$ cat src/rtl/phy_tstreg_pkg.sv
package phy_tstreg_pkg;

  localparam int WORD_W      = 24;
  localparam int DATA_W      = 8;
  localparam int CLK_REG_ADR = 6;
  localparam int CLK_EN_BIT  = 2;

  // Field layout of the software control word (bit 23 down to bit 0).
  typedef struct packed {
    logic              tstRstN;  // 23
    logic              tstClk;   // 22
    logic              wrEn;     // 21
    logic [1:0]        spare;    // 20:19
    logic [2:0]        port;     // 18:16
    logic [7:0]        addr;     // 15:8
    logic [DATA_W-1:0] data;     // 7:0
  } ctlWord_t;

  // Strobes from control to datapath.
  typedef struct packed {
    logic              wr;
    logic              clear;
    logic [2:0]        port;
    logic [7:0]        addr;
    logic [DATA_W-1:0] data;
  } tstStrobe_t;

endpackage

$ cat src/rtl/phy_tstreg_ctrl.sv
module phy_tstreg_ctrl
  import phy_tstreg_pkg::*;
#(
  parameter int NUM_PORTS = 2,
  parameter int REG_COUNT = 16
) (
  input  logic                clk,
  input  logic                rstN,
  input  logic [WORD_W-1:0]   ctrlWord,
  output tstStrobe_t          strobe
);

  ctlWord_t stage1, stage2;
  logic     tclkPrev;
  logic     tclkRise, inRange;

  always_ff @(posedge clk or negedge rstN) begin
    if (!rstN) begin
      stage1   <= '0;
      stage2   <= '0;
      tclkPrev <= 1'b0;
    end else begin
      stage1   <= ctlWord_t'(ctrlWord);
      stage2   <= stage1;
      tclkPrev <= stage2.tstClk;
    end
  end

  always_comb begin
    tclkRise     = stage2.tstClk && !tclkPrev;
    inRange      = (int'(stage2.port) < NUM_PORTS) && (int'(stage2.addr) < REG_COUNT);
    strobe.clear = !stage2.tstRstN;
    strobe.wr    = tclkRise && stage2.wrEn && stage2.tstRstN && inRange;
    strobe.port  = stage2.port;
    strobe.addr  = stage2.addr;
    strobe.data  = stage2.data;
  end

  // A write always traces back to the clock bit being high at the input two edges earlier.
  AST_WR_FROM_CLKBIT: assert property (@(posedge clk) disable iff (!rstN)
    strobe.wr |-> $past(ctrlWord[22], 2)) else $error("write without clock bit");
  // One rising edge yields one write only.
  AST_SINGLE_SHOT: assert property (@(posedge clk) disable iff (!rstN)
    strobe.wr |=> !strobe.wr) else $error("repeated write");

endmodule

$ cat src/rtl/phy_tstreg_dp.sv
module phy_tstreg_dp
  import phy_tstreg_pkg::*;
#(
  parameter int NUM_PORTS = 2,
  parameter int REG_COUNT = 16
) (
  input  logic                                clk,
  input  logic                                rstN,
  input  tstStrobe_t                          strobe,
  output logic [NUM_PORTS*REG_COUNT*DATA_W-1:0] regFlat
);

  localparam int TOTAL = NUM_PORTS * REG_COUNT;

  logic [DATA_W-1:0] regFile [TOTAL];

  for (genvar p = 0; p < NUM_PORTS; p++) begin : g_port
    for (genvar a = 0; a < REG_COUNT; a++) begin : g_reg
      localparam int IDX = p * REG_COUNT + a;
      logic hit;
      assign hit = strobe.wr && (int'(strobe.port) == p) && (int'(strobe.addr) == a);

      always_ff @(posedge clk or negedge rstN) begin
        if (!rstN)             regFile[IDX] <= '0;
        else if (strobe.clear) regFile[IDX] <= '0;
        else if (hit)          regFile[IDX] <= strobe.data;
      end

      assign regFlat[IDX*DATA_W +: DATA_W] = regFile[IDX];
    end
  end

  AST_WRITE_LANDS: assert property (@(posedge clk) disable iff (!rstN)
    strobe.wr |=> regFlat[(int'($past(strobe.port))*REG_COUNT + int'($past(strobe.addr)))*DATA_W +: DATA_W]
                  == $past(strobe.data)) else $error("write lost");
  AST_CLEAR_ALL: assert property (@(posedge clk) disable iff (!rstN)
    strobe.clear |=> regFlat == '0) else $error("clear failed");
  AST_IDLE_STABLE: assert property (@(posedge clk) disable iff (!rstN)
    (!strobe.wr && !strobe.clear) |=> $stable(regFlat)) else $error("spurious change");

endmodule

$ cat src/rtl/phy_tstreg_port.sv
module phy_tstreg_port
  import phy_tstreg_pkg::*;
#(
  parameter int NUM_PORTS = 2,
  parameter int REG_COUNT = 16
) (
  input  logic                                  clk,
  input  logic                                  rstN,
  input  logic [WORD_W-1:0]                     ctrlWord,
  output logic [NUM_PORTS*REG_COUNT*DATA_W-1:0] regFlat,
  output logic                                  phyClkEn
);

  localparam int CLK_BIT_POS = CLK_REG_ADR * DATA_W + CLK_EN_BIT;

  tstStrobe_t strobe;

  phy_tstreg_ctrl #(.NUM_PORTS(NUM_PORTS), .REG_COUNT(REG_COUNT)) u_ctrl (
    .clk(clk), .rstN(rstN), .ctrlWord(ctrlWord), .strobe(strobe)
  );

  phy_tstreg_dp #(.NUM_PORTS(NUM_PORTS), .REG_COUNT(REG_COUNT)) u_dp (
    .clk(clk), .rstN(rstN), .strobe(strobe), .regFlat(regFlat)
  );

  assign phyClkEn = regFlat[CLK_BIT_POS];

  // The clock enable only rises when port 0 was written in the previous cycle.
  AST_CLKEN_SOURCE: assert property (@(posedge clk) disable iff (!rstN)
    $rose(phyClkEn) |-> ($past(strobe.wr) && $past(strobe.port) == 3'd0
                         && $past(strobe.addr) == 8'(CLK_REG_ADR))) else $error("clk enable source");

endmodule

$ cat config.mk
export PLATFORM = sky130hd
export DESIGN_NAME = phy_tstreg_port
export DESIGN_NICKNAME = d
export VERILOG_FILES = /design/src/rtl/phy_tstreg_pkg.sv /design/src/rtl/phy_tstreg_ctrl.sv /design/src/rtl/phy_tstreg_dp.sv /design/src/rtl/phy_tstreg_port.sv
export SDC_FILE = /design/constraint.sdc
export NUM_CORES = 1
export LEC_CHECK = 0
export ABC_AREA = 1
export BUFFER_PORTS_ARGS = -buffer_cell sky130_fd_sc_hd__buf_2
export CAP_MARGIN = 20
export CORE_UTILIZATION = 60
export CTS_BUF_LIST = sky130_fd_sc_hd__clkbuf_4 sky130_fd_sc_hd__clkbuf_8
export DETAILED_ROUTE_END_ITERATION = 8
export GPL_TIMING_DRIVEN = 0
export PLACE_DENSITY = 0.95
export SYNTH_ARGS = -nofsm -noshare
export SYNTH_HDL_FRONTEND = slang
export SYNTH_SLANG_ARGS = --single-unit
$ cat constraint.sdc
create_clock -name clk -period 4.6 [get_ports clk]
set_input_delay 0.69 -clock clk [delete_from_list [all_inputs] [get_ports clk]]
set_output_delay 0.69 -clock clk [all_outputs]
set_load 0.1 [all_outputs]
==> results.md, run 1 <==
- Run status: finished clean
- H-tree depth: 2
- Die Y: 144.6 um
- Post-DP Area: 13990 sq um
- YS warnings: 0
- Cells after Synth: 1301
- # placed instances: 1848
- Max Freq: 430.4 MHz
- Leakage: 8.837 nW
- Rows: 51
- Layout Nets: 1658
- Clock tree root buffer cell: clkbuf_8
- Largest net degree at the start of global routing: 127
- Slew Viols, Final: 0
- Syn nets: 1327
- Met1 usage: 51.09%
- Post-route minimum period: 2.324 ns
- Final setup fails: 0
- # clock sinks: 301
- First drt pass iteration count: 6
- Final Core Density: 76.11%
- Port buffer count: 280
- Critical path's slowest cell: dfrtp_1
- Final wirelength: 40810 um
- VDD IR max: 0.0002161 V
- GRT busiest layer: met2
- Final std cells w/o fill: 1930
- WL/cell: 21.15 um
- Area growth from synthesis to layout: 23.07%
- Post-Syn Area: 12190 sq um
- Clk buf depth: 3
- Part of the Yosys area used for sequential elements: 61.77%
- Starting Density: 61.84%
- Seq cells post-synth: 301
- Die X: 144.6 um
- Post-route ant nets: 0
- MaxCap Viol Count: 0
- Startpoint types: flip-flop
- Rel. slew slack: 48.18%
- Final Hold Viols: 0
- Via Count: 12030
- Vias per cell: 6.235
- Clk_skew: 0.02312 ns
- Resized cells post-CTS: 0
- Initial antenna violation count: 0
- PwrDens: 351.6 nW/um^2
- Global Route met3 Usage: 10.40%
- Netlist cell types: 16
- Core area: 19720 sq um
- Synth Area per Inst: 9.373 sq um
- Crit Path Max Fanout: 10
- Setup Crit Path Kind: reg -> reg
- GRT Residual Overflow: 0
- Clock transition at path regs: 0.06 ns
- Worst setup EP type: flip-flop
- Global-route wire length before repair: 62110 um
- GRT Resource Usage Total: 39.83%
- Crit path cell chain: nor2_2, nand2_2, inv_2, nand3_1, nor2_1, buf_2, buf_2, nand3_1, nand2_1
- Worst Path Arrival: 2.83 ns
- Starting DRT DRC Count: 1507
- Worst-Margin Slew: 0.7773 ns
- CTS Buf Count: 47
- Finished Cell Area: 15010 sq um
- Postcts setup bufs: 0
- Drt drc: 0
- ANT cells: 0
- Vias in the first global route: 11390
- Gpl congestion: 0.9432
- Setup TNS Final: 0 ns
- Layout cells sized above 1: 26.91%
- Final period utilization: 50.51%
- Clock latency on the worst-skew pair: 0.57 ns
- Hold_buf cts: 0
- CTS tree: yes
- Die Area: 20900 sq um
- Num ports: 283
- CP Data Required Time: 5.10 ns
- DP HPWL: 27170 um
- HP Class: in -> async
- Met2 usage: 61.34%
- RSZ-0062 raised after global routing: false
- Worst stage delay on the critical path: 0.39 ns
==> power breakdown <==
part / internal [mW] / total (mW) / switching [mW]
registers: 2.67 / 2.68 / 0.0102
clock network: 1.36 / 2.39 / 1.03
logic: 0.0310 / 0.210 / 0.179
==> state kept, by name, summed over array words and instances, names as in the netlist <==
signal,cells
u_dp.regFlat,256
u_ctrl.stage1,22
u_ctrl.strobe,19
u_ctrl.stage2,3
u_ctrl.tclkPrev,1
==> routing by layer <==
layer	vias up	routed length [um]
li1	5060	-
met1	5755	14500
met2	993	18610
met3	226	5219
met4	0	2485
met5	-	0
==> Yosys cell counts (all sizes together) <==
| cell | count | area (sq um) |
|---|---|---|
| nor2 | 37 | 206.4 |
| buf | 68 | 340.3 |
| dfrtp | 301 | 7532 |
| nand3 | 546 | 2788 |
| nor3 | 2 | 20.02 |
| nand2 | 289 | 1087 |
| clkbuf | 36 | 135.1 |
| nand4 | 1 | 6.260 |
| inv | 21 | 78.82 |
==> final timing paths <==
kind	to	cells past startpoint	slack (ns)	from
setup / recovery	u_dp.regFlat[79]	9	2.28	u_ctrl.strobe[12]
hold / removal	u_ctrl.stage1[1]	1	0.07	rstN
setup reg to reg	u_dp.regFlat[79]	9	2.28	u_ctrl.strobe[12]
hold reg to reg	u_ctrl.strobe[18]	0	0.34	u_ctrl.stage1[18]
max in group asynchronous	u_dp.regFlat[8]	2	3.56	rstN
min in group clk	u_ctrl.stage1[2]	1	0.23	ctrlWord[2]
==> per-stage QoR <==
stage	hold slack [ns]	worst slack, ns	total power, mW
3_3_place_gp	0.3335	-2.379	2.918
3_5_place_dp	0.3355	2.329	2.930
4_1_cts	0.08534	2.303	5.267
2_1_floorplan	0.3312	2.570	2.807
6_report	0.06782	2.276	5.276
5_1_grt	0.1125	2.181	5.407
==> area by class of cell <==
| cell class | count | area (sq um) |
|---|---|---|
| buffer | 104 | 475.5 |
| clock buffer | 79 | 999.7 |
| clock inverter | 3 | 15.01 |
| fill | 1335 | 4711 |
| inverter | 21 | 78.83 |
| multi-input combinational | 875 | 4108 |
| sequential | 301 | 7532 |
| tap | 265 | 331.6 |
| timing repair buffer | 282 | 1466 |
==> placed cells by master, fill, tap and decap left out <==
cell type and instances:
nand3_1 535, buf_2 320, dfrtp_1 301, nand2_1 288, clkbuf_8 65, clkbuf_1 36, inv_1 20, nor2_1 18
buf_1 18, nor2_2 15, clkbuf_4 14, nand3_2 11, buf_4 9, nor2_4 4, clkinv_2 3, nor3_2 2
buf_16 2, nand4_1 1, nand2_2 1, inv_2 1, buf_8 1
==> cell families (layout without fill, tap and decap cells) <==
| logic type | Yosys count | in the layout | synth area share (%) |
|---|---|---|---|
| AND/OR/NAND/NOR | 875 | 875 | 33.69 |
| flip-flops | 301 | 301 | 61.77 |
| buffers and inverters | 125 | 489 | 4.545 |
==> critical path, delay by kind of cell, from the launching register on <==
| kind | cells | cell delay, ns |
|---|---|---|
| buf+inv | 3 | 0.87 |
| simple gates | 6 | 1.00 |
| flops | 1 | 0.39 |
No activity file was read; power rests on OpenSTA's default activity.
==> inputs of run 2 (changes only) <==
--- a/config.mk
+++ b/config.mk
@@ -8,11 +8,11 @@
 export ABC_AREA = 1
 export BUFFER_PORTS_ARGS = -buffer_cell sky130_fd_sc_hd__buf_2
 export CAP_MARGIN = 20
-export CORE_UTILIZATION = 60
+export CORE_UTILIZATION = 56
 export CTS_BUF_LIST = sky130_fd_sc_hd__clkbuf_4 sky130_fd_sc_hd__clkbuf_8
 export DETAILED_ROUTE_END_ITERATION = 8
 export GPL_TIMING_DRIVEN = 0
-export PLACE_DENSITY = 0.95
+export PLACE_DENSITY = 0.9
 export SYNTH_ARGS = -nofsm -noshare
 export SYNTH_HDL_FRONTEND = slang
 export SYNTH_SLANG_ARGS = --single-unit
==> constraint.sdc (replaced) <==
create_clock -name clk -period 2.2 [get_ports clk]
set_input_delay 0.33 -clock clk [delete_from_list [all_inputs] [get_ports clk]]
set_output_delay 0.33 -clock clk [all_outputs]
set_load 0.1 [all_outputs]
==> run 2 against run 1 <==
  * Combinational power grew 130%
  * Wire length is 2.2% higher
  * Maximum frequency is 7.3% higher
  * Cell area increased by 1.8%
  * Worst setup slack got worse by 2.2 ns
  * Final cell count up 1.9%
==> results.md, run 2 (synthesis gave the netlist of run 1 again) <==
- Run status: finished clean
- Final Hold Viols: 0 (unchanged)
- Layout Nets: 1682 (+1.4%)
- Crit Path Max Fanout: 10 (unchanged)
- MaxCap Viol Count: 0 (unchanged)
- PwrDens: 724.0 nW/um^2 (+110%)
- Postcts setup bufs: 0 (unchanged)
- Rel. slew slack: 36.82% (-11 points)
- Worst Path Arrival: 2.67 ns (-0.16 ns)
- Crit-path leading delay family: buffers and inverters
- Final setup fails: 0 (unchanged)
- Starting Density: 57.64% (-4.2 points)
- Most frequent cells in the layout: 532 x nand3_1, 316 x buf_2, 301 x dfrtp_1
- H-tree depth: 2 (unchanged)
- Startpoint types: flip-flop
- CTS Buf Count: 48 (+2.1%)
- Core area: 21150 sq um (+7.3%)
- Critical Path Source: u_ctrl.stage2[23]
- Clk buf depth: 3 (unchanged)
- DP HPWL: 28170 um (+3.7%)
- Vias per cell: 6.095 (-2.3%)
- Clock transition at path regs: 0.06 ns (about the same)
- Num ports: 283 (unchanged)
- Layout cells sized above 1: 27.01% (+0.10 points)
- Clock latency on the worst-skew pair: 0.57 ns (about the same)
- Fin Hold WS: 0.3267 ns (+0.2588 ns)
- Post-route minimum period: 2.166 ns (-0.1573 ns)
- Final wirelength: 41700 um (+2.2%)
- Worst stage delay on the critical path: 0.59 ns (+0.20 ns)
- Vias in the first global route: 11590 (+1.8%)
- Post-route ant nets: 0 (unchanged)
- Max reg flops: 256 (unchanged)
- Die Y: 149.6 um (+3.5%)
- Commonest non-fill, non-tap cell in the layout: nand3_1
- Worst R2R Start: u_ctrl.stage2[23]
- Port buffer count: 280 (unchanged)
- VDD IR max: 0.0004316 V (+100%)
- Drt drc: 0 (unchanged)
- Final period utilization: 98.47% (+48 points)
- GRT Resource Usage Total: 37.69% (-2.1 points)
- # clock sinks: 301 (unchanged)
- Die X: 149.6 um (+3.5%)
- Pwr Total: 11.06 mW (+110%)
- Clk_skew: 0.03026 ns (+0.007140 ns)
- Setup Crit Path Kind: reg -> reg
- Max Freq: 461.6 MHz (+7.3%)
- First drt pass iteration count: 6 (unchanged)
- Die Area: 22370 sq um (+7.0%)
- Reg2reg setup slack: 0.03 ns (-2.24 ns)
- Via Count: 11990 (-0.38%)
- Slew Viols, Final: 0 (unchanged)
- ANT cells: 0 (unchanged)
- Global-route wire length before repair: 63610 um (+2.4%)
- HP Class: in -> async
- CP Data Required Time: 2.70 ns (-2.40 ns)
- Initial antenna violation count: 0 (unchanged)
- GRT Residual Overflow: 0 (unchanged)
- WL/cell: 21.20 um (+0.25%)
- Worst setup EP type: flip-flop
- Critical path's slowest cell: buf_1
- Crit path cell chain: buf_2, clkbuf_1, buf_1, nand3_1, nand2_1
- Starting DRT DRC Count: 1079 (-28%)
- Gpl congestion: 0.9401 (-0.33%)
- Clock tree root buffer cell: clkbuf_8
- CTS tree: yes
- Buf/Inv on CP: 3 (unchanged)
- Rows: 53 (+3.9%)
- Area growth from synthesis to layout: 25.31%
- Worst-Margin Slew: 0.9477 ns (+0.1704 ns)
- Leakage: 8.931 nW (+1.1%)
- Largest net degree at the start of global routing: 129 (+1.6%)
run 2: cell count changes in the layout (fill, tap and decap cells not counted), moves of 2 or more:
| cell | change |
|---|---|
| buf_2 | -4 |
| clkbuf_4 | +10 |
| clkbuf_8 | -5 |
| clkinvlp_4 | +2 |
| dlygate4sd3_1 | +23 |
| nand3_1 | -3 |
| nand3_2 | +3 |
run 2: where the power goes:
part	switching [mW]	total, mW	internal (mW)	leakage, nW
Combinational	0.387	0.479	0.0922	4.29
Sequential	0.0236	5.60	5.58	4.10
Clock	2.20	4.98	2.79	0.539
Total	2.61	11.1	8.46	8.93
run 2: area by class of cell:
cell class                      instances  area, sq um
Sequential cell                       301         7532
Fill cell                            1494         5873
Multi-Input combinational cell        875         4131
Timing Repair Buffer                  305         1697
Clock buffer                           80        975.9
Buffer                                104        486.7
Tap cell                              275        344.1
Inverter                               21        78.83
Clock inverter                          6        35.03
run 2: metrics by stage:
step,setup WS (ns),setup TNS [ns],util [%],instance area [sq um],cells
6_report,0.03373,0,72.24,15280,1967
5_1_grt,-0.02452,-0.1441,72.24,15280,1967
4_1_cts,0.004357,0,72.07,15250,1967
3_5_place_dp,0.02049,0,66.20,14000,1858
3_3_place_gp,-4.556,-1367.50,65.90,13940,1856
2_1_floorplan,0.5298,0,-,12190,1301
run 2: worst paths after layout:
check	end	cells past startpoint
worst min register to register	u_ctrl.strobe[2]	0
worst max register to register	u_dp.regFlat[211]	5
worst min-delay path	u_dp.regFlat[178]	2
max in group asynchronous	u_dp.regFlat[128]	3
worst max-delay path	u_dp.regFlat[211]	5
min in group clk	u_ctrl.strobe[2]	0
run 2: timing repair:
item                                    in CTS  in global routing
resized for setup                            0                 10
endpoints found under the hold margin       98                  0
endpoints found under the setup margin       0                132
hold buffers                                23                  0
run 2: routing by layer:
layer | track usage, % | vias up | share of wire [%]
li1 | - | 5111 | -
met1 | 48.28 | 5826 | 37
met2 | 58.33 | 894 | 46
met3 | 11.43 | 157 | 13
met4 | 18.62 | 0 | 4.7
met5 | 0 | - | 0
==> inputs of run 3 (changes only) <==
--- a/config.mk
+++ b/config.mk
@@ -8,11 +8,12 @@
 export ABC_AREA = 1
 export BUFFER_PORTS_ARGS = -buffer_cell sky130_fd_sc_hd__buf_2
 export CAP_MARGIN = 20
-export CORE_UTILIZATION = 56
-export CTS_BUF_LIST = sky130_fd_sc_hd__clkbuf_4 sky130_fd_sc_hd__clkbuf_8
+export CORE_UTILIZATION = 50
+export CTS_BUF_LIST = sky130_fd_sc_hd__clkbuf_8
+export CTS_CLUSTER_DIAMETER = 100
 export DETAILED_ROUTE_END_ITERATION = 8
 export GPL_TIMING_DRIVEN = 0
-export PLACE_DENSITY = 0.9
+export PLACE_DENSITY = 0.85
 export SYNTH_ARGS = -nofsm -noshare
 export SYNTH_HDL_FRONTEND = slang
 export SYNTH_SLANG_ARGS = --single-unit
==> constraint.sdc (replaced) <==
create_clock -name clk -period 1.9 [get_ports clk]
set_input_delay 0.285 -clock clk [delete_from_list [all_inputs] [get_ports clk]]
set_output_delay 0.285 -clock clk [all_outputs]
set_load 0.1 [all_outputs]
==> run 3 against run 2 <==
  * The run now ends with setup timing left
  * Clock-buffer cell count is 23 lower
  * Critical path depth stayed put
  * Wire length is 7.3% higher
  * Critical endpoint is now u_dp.regFlat[43]
  * Largest cell class unchanged
  * Highest routed layer unchanged
==> results.md, run 3 (synthesis gave the netlist of run 1 again) <==
- Run status: complete, but fails checks
- Failing checks: setup timing
- Die Y: 158.2 um (+5.8%)
- Critical Path Source: u_ctrl.stage2[23]
- # placed instances: 1902 (+2.4%)
- CTS tree: yes
- H-tree depth: 2 (unchanged)
- Clock transition at path regs: 0.08 ns (+0.02 ns)
- Num ports: 283 (unchanged)
- Final wirelength: 44730 um (+7.3%)
- Worst Path Arrival: 2.45 ns (-0.22 ns)
- Die X: 158.2 um (+5.8%)
- Via Count: 12090 (+0.88%)
- Post-route minimum period: 1.954 ns (-0.2124 ns)
- Core area: 23680 sq um (+12%)
- Setup Slack @ Placement: -0.3053 ns (-0.3258 ns)
- GRT Resource Usage Total: 35.17% (-2.5 points)
- Drt drc: 0 (unchanged)
- Clk buf depth: 3 (unchanged)
- Area growth from synthesis to layout: 28.25%
- ANT cells: 0 (unchanged)
- Global-route wire length before repair: 65470 um (+2.9%)
- Worst reg-to-reg path cell count: 5 (unchanged)
- Final Hold Viols: 0 (unchanged)
- Final period utilization: 102.8% (+4.4 points)
- Gpl congestion: 0.9532 (+1.4%)
- Rows: 56 (+5.7%)
- Vias in the first global route: 11580 (-0.11%)
- RSZ-0062 raised after global routing: true
- # fillers: 1907 (+28%)
- MaxCap Viol Count: 0 (unchanged)
- Setup TNS Final: -0.2522 ns (-0.2522 ns)
- Worst R2R Start: u_ctrl.stage2[23]
- Clock latency on the worst-skew pair: 0.57 ns (about the same)
- CP Data Required Time: 2.39 ns (-0.31 ns)
- Largest net degree at the start of global routing: 121 (-6.2%)
- First drt pass iteration count: 7 (+1)
- WL/cell: 22.19 um (+4.7%)
- # clock sinks: 301 (unchanged)
- Clk_skew: 0.03722 ns (+0.006962 ns)
- Most frequent cells in the layout: 515 x nand3_1, 301 x dfrtp_1, 297 x buf_2
- Initial antenna violation count: 0 (unchanged)
- Starting DRT DRC Count: 1368 (+27%)
- Crit Path Max Fanout: 10 (unchanged)
- Leakage: 9.092 nW (+1.8%)
- HP Class: in -> async
- Final WS setup: -0.05388 ns (-0.08761 ns)
- GRT Residual Overflow: 0 (unchanged)
- Crit path to: u_dp.regFlat[43]
- Port buffer count: 280 (unchanged)
- Die Area: 25020 sq um (+12%)
- Worst-Margin Slew: 0.8601 ns (-0.08756 ns)
- DP HPWL: 29030 um (+3.1%)
- Commonest non-fill, non-tap cell in the layout: nand3_1
- Starting Density: 51.49% (-6.2 points)
- Vias per cell: 5.999 (-1.6%)
- Layout Nets: 1693 (+0.65%)
- Post-route ant nets: 0 (unchanged)
- Startpoint types: flip-flop
- Clock tree root buffer cell: clkbuf_8
- Max reg flops: 256 (unchanged)
- Final setup fails: 9 (+9)
- Setup Crit Path Kind: reg -> reg
- VDD IR max: 0.0004774 V (+11%)
- Worst setup EP type: flip-flop
- Fin Hold WS: 0.2903 ns (-0.03635 ns)
- Max Freq: 511.8 MHz (+11%)
- FF-to-FF End: u_dp.regFlat[43]
- Layout cells sized above 1: 29.17% (+2.2 points)
- CTS Buf Count: 48 (unchanged)
- Final std cells w/o fill: 2016 (+2.5%)
- Rel. slew slack: 42.66% (+5.8 points)
- Final Core Density: 66.03% (-6.2 points)
- Reg2reg setup slack: -0.05 ns (-0.09 ns)
- Slew Viols, Final: 0 (unchanged)
- PwrDens: 796.3 nW/um^2 (+10%)
==> run 3: changes by cell type in the layout (fill, tap and decap cells not counted), sizes merged, moves of 2 or more <==
| cell | previous run | this run |
|---|---|---|
| clkinvlp | 2 | 0 |
| inv | 21 | 37 |
| clkbuf | 121 | 100 |
| buf | 345 | 353 |
| clkinv | 4 | 6 |
==> run 3: critical path: stages, from the launching register on <==
cell and delay (ns):
dfrtp_1 0.45, buf_2 0.25, clkbuf_2 0.35, buf_1 0.47
nand3_1 0.23, nand2_1 0.12
==> run 3: what timing repair did <==
action / CTS / global route
buffers inserted: 1 / 8
hold endpoints to repair: 101 / 0
setup endpoints to repair: 255 / 252
hold buffers: 23 / 0
pin swaps: 2 / 5
gates resized for setup: 64 / 61
cloned: 0 / 2
==> run 3: cell type report <==
type	count	area [sq um]	share of cell area [%]
multi-input combinational	875	4333	27.71
inverter	21	81.33	0.5200
sequential	301	7532	48.16
tap	319	399.1	2.552
timing repair buffer	316	1795	11.48
clock buffer	57	784.5	5.016
buffer	104	593.1	3.792
clock inverter	23	120.1	0.7681
==> run 3: worst min-delay path by stage <==
stage                      start  slack, ns  depth (start not counted)                end
5_1_grt         u_ctrl.stage1[6]       0.33                          0   u_ctrl.strobe[6]
3_5_place_dp                rstN       0.32                          1  u_dp.regFlat[181]
2_1_floorplan               rstN      -0.01                          0   u_ctrl.stage1[0]
3_3_place_gp   u_ctrl.stage1[14]       0.33                          0  u_ctrl.strobe[14]
6_report                    rstN       0.29                          2  u_dp.regFlat[185]
4_1_cts                     rstN       0.33                          2   u_dp.regFlat[97]
==> run 3: where the power goes <==
part           internal [mW]  leakage (nW)  switching, mW  total [mW]
registers               6.46          4.10         0.0316        6.49
clock network           2.83         0.533           2.53        5.36
logic                  0.126          4.46          0.477       0.603
==> run 3: layer usage <==
metal	vias up	global-route usage (%)	part of all wire (%)
met3	200	10.54	12
met2	871	55.93	46
met5	-	0	0
li1	5120	-	-
met1	5902	43.65	37
met4	0	17.54	5.3
==> run 3: metrics by stage <==
stage | area, sq um | power [mW]
after CTS | 15410 | 12.39
after detailed placement | 14060 | 7.113
after global placement | 13990 | 7.088
final | 15640 | 12.45
after floorplan | 12190 | 6.795
after global routing | 15640 | 12.77
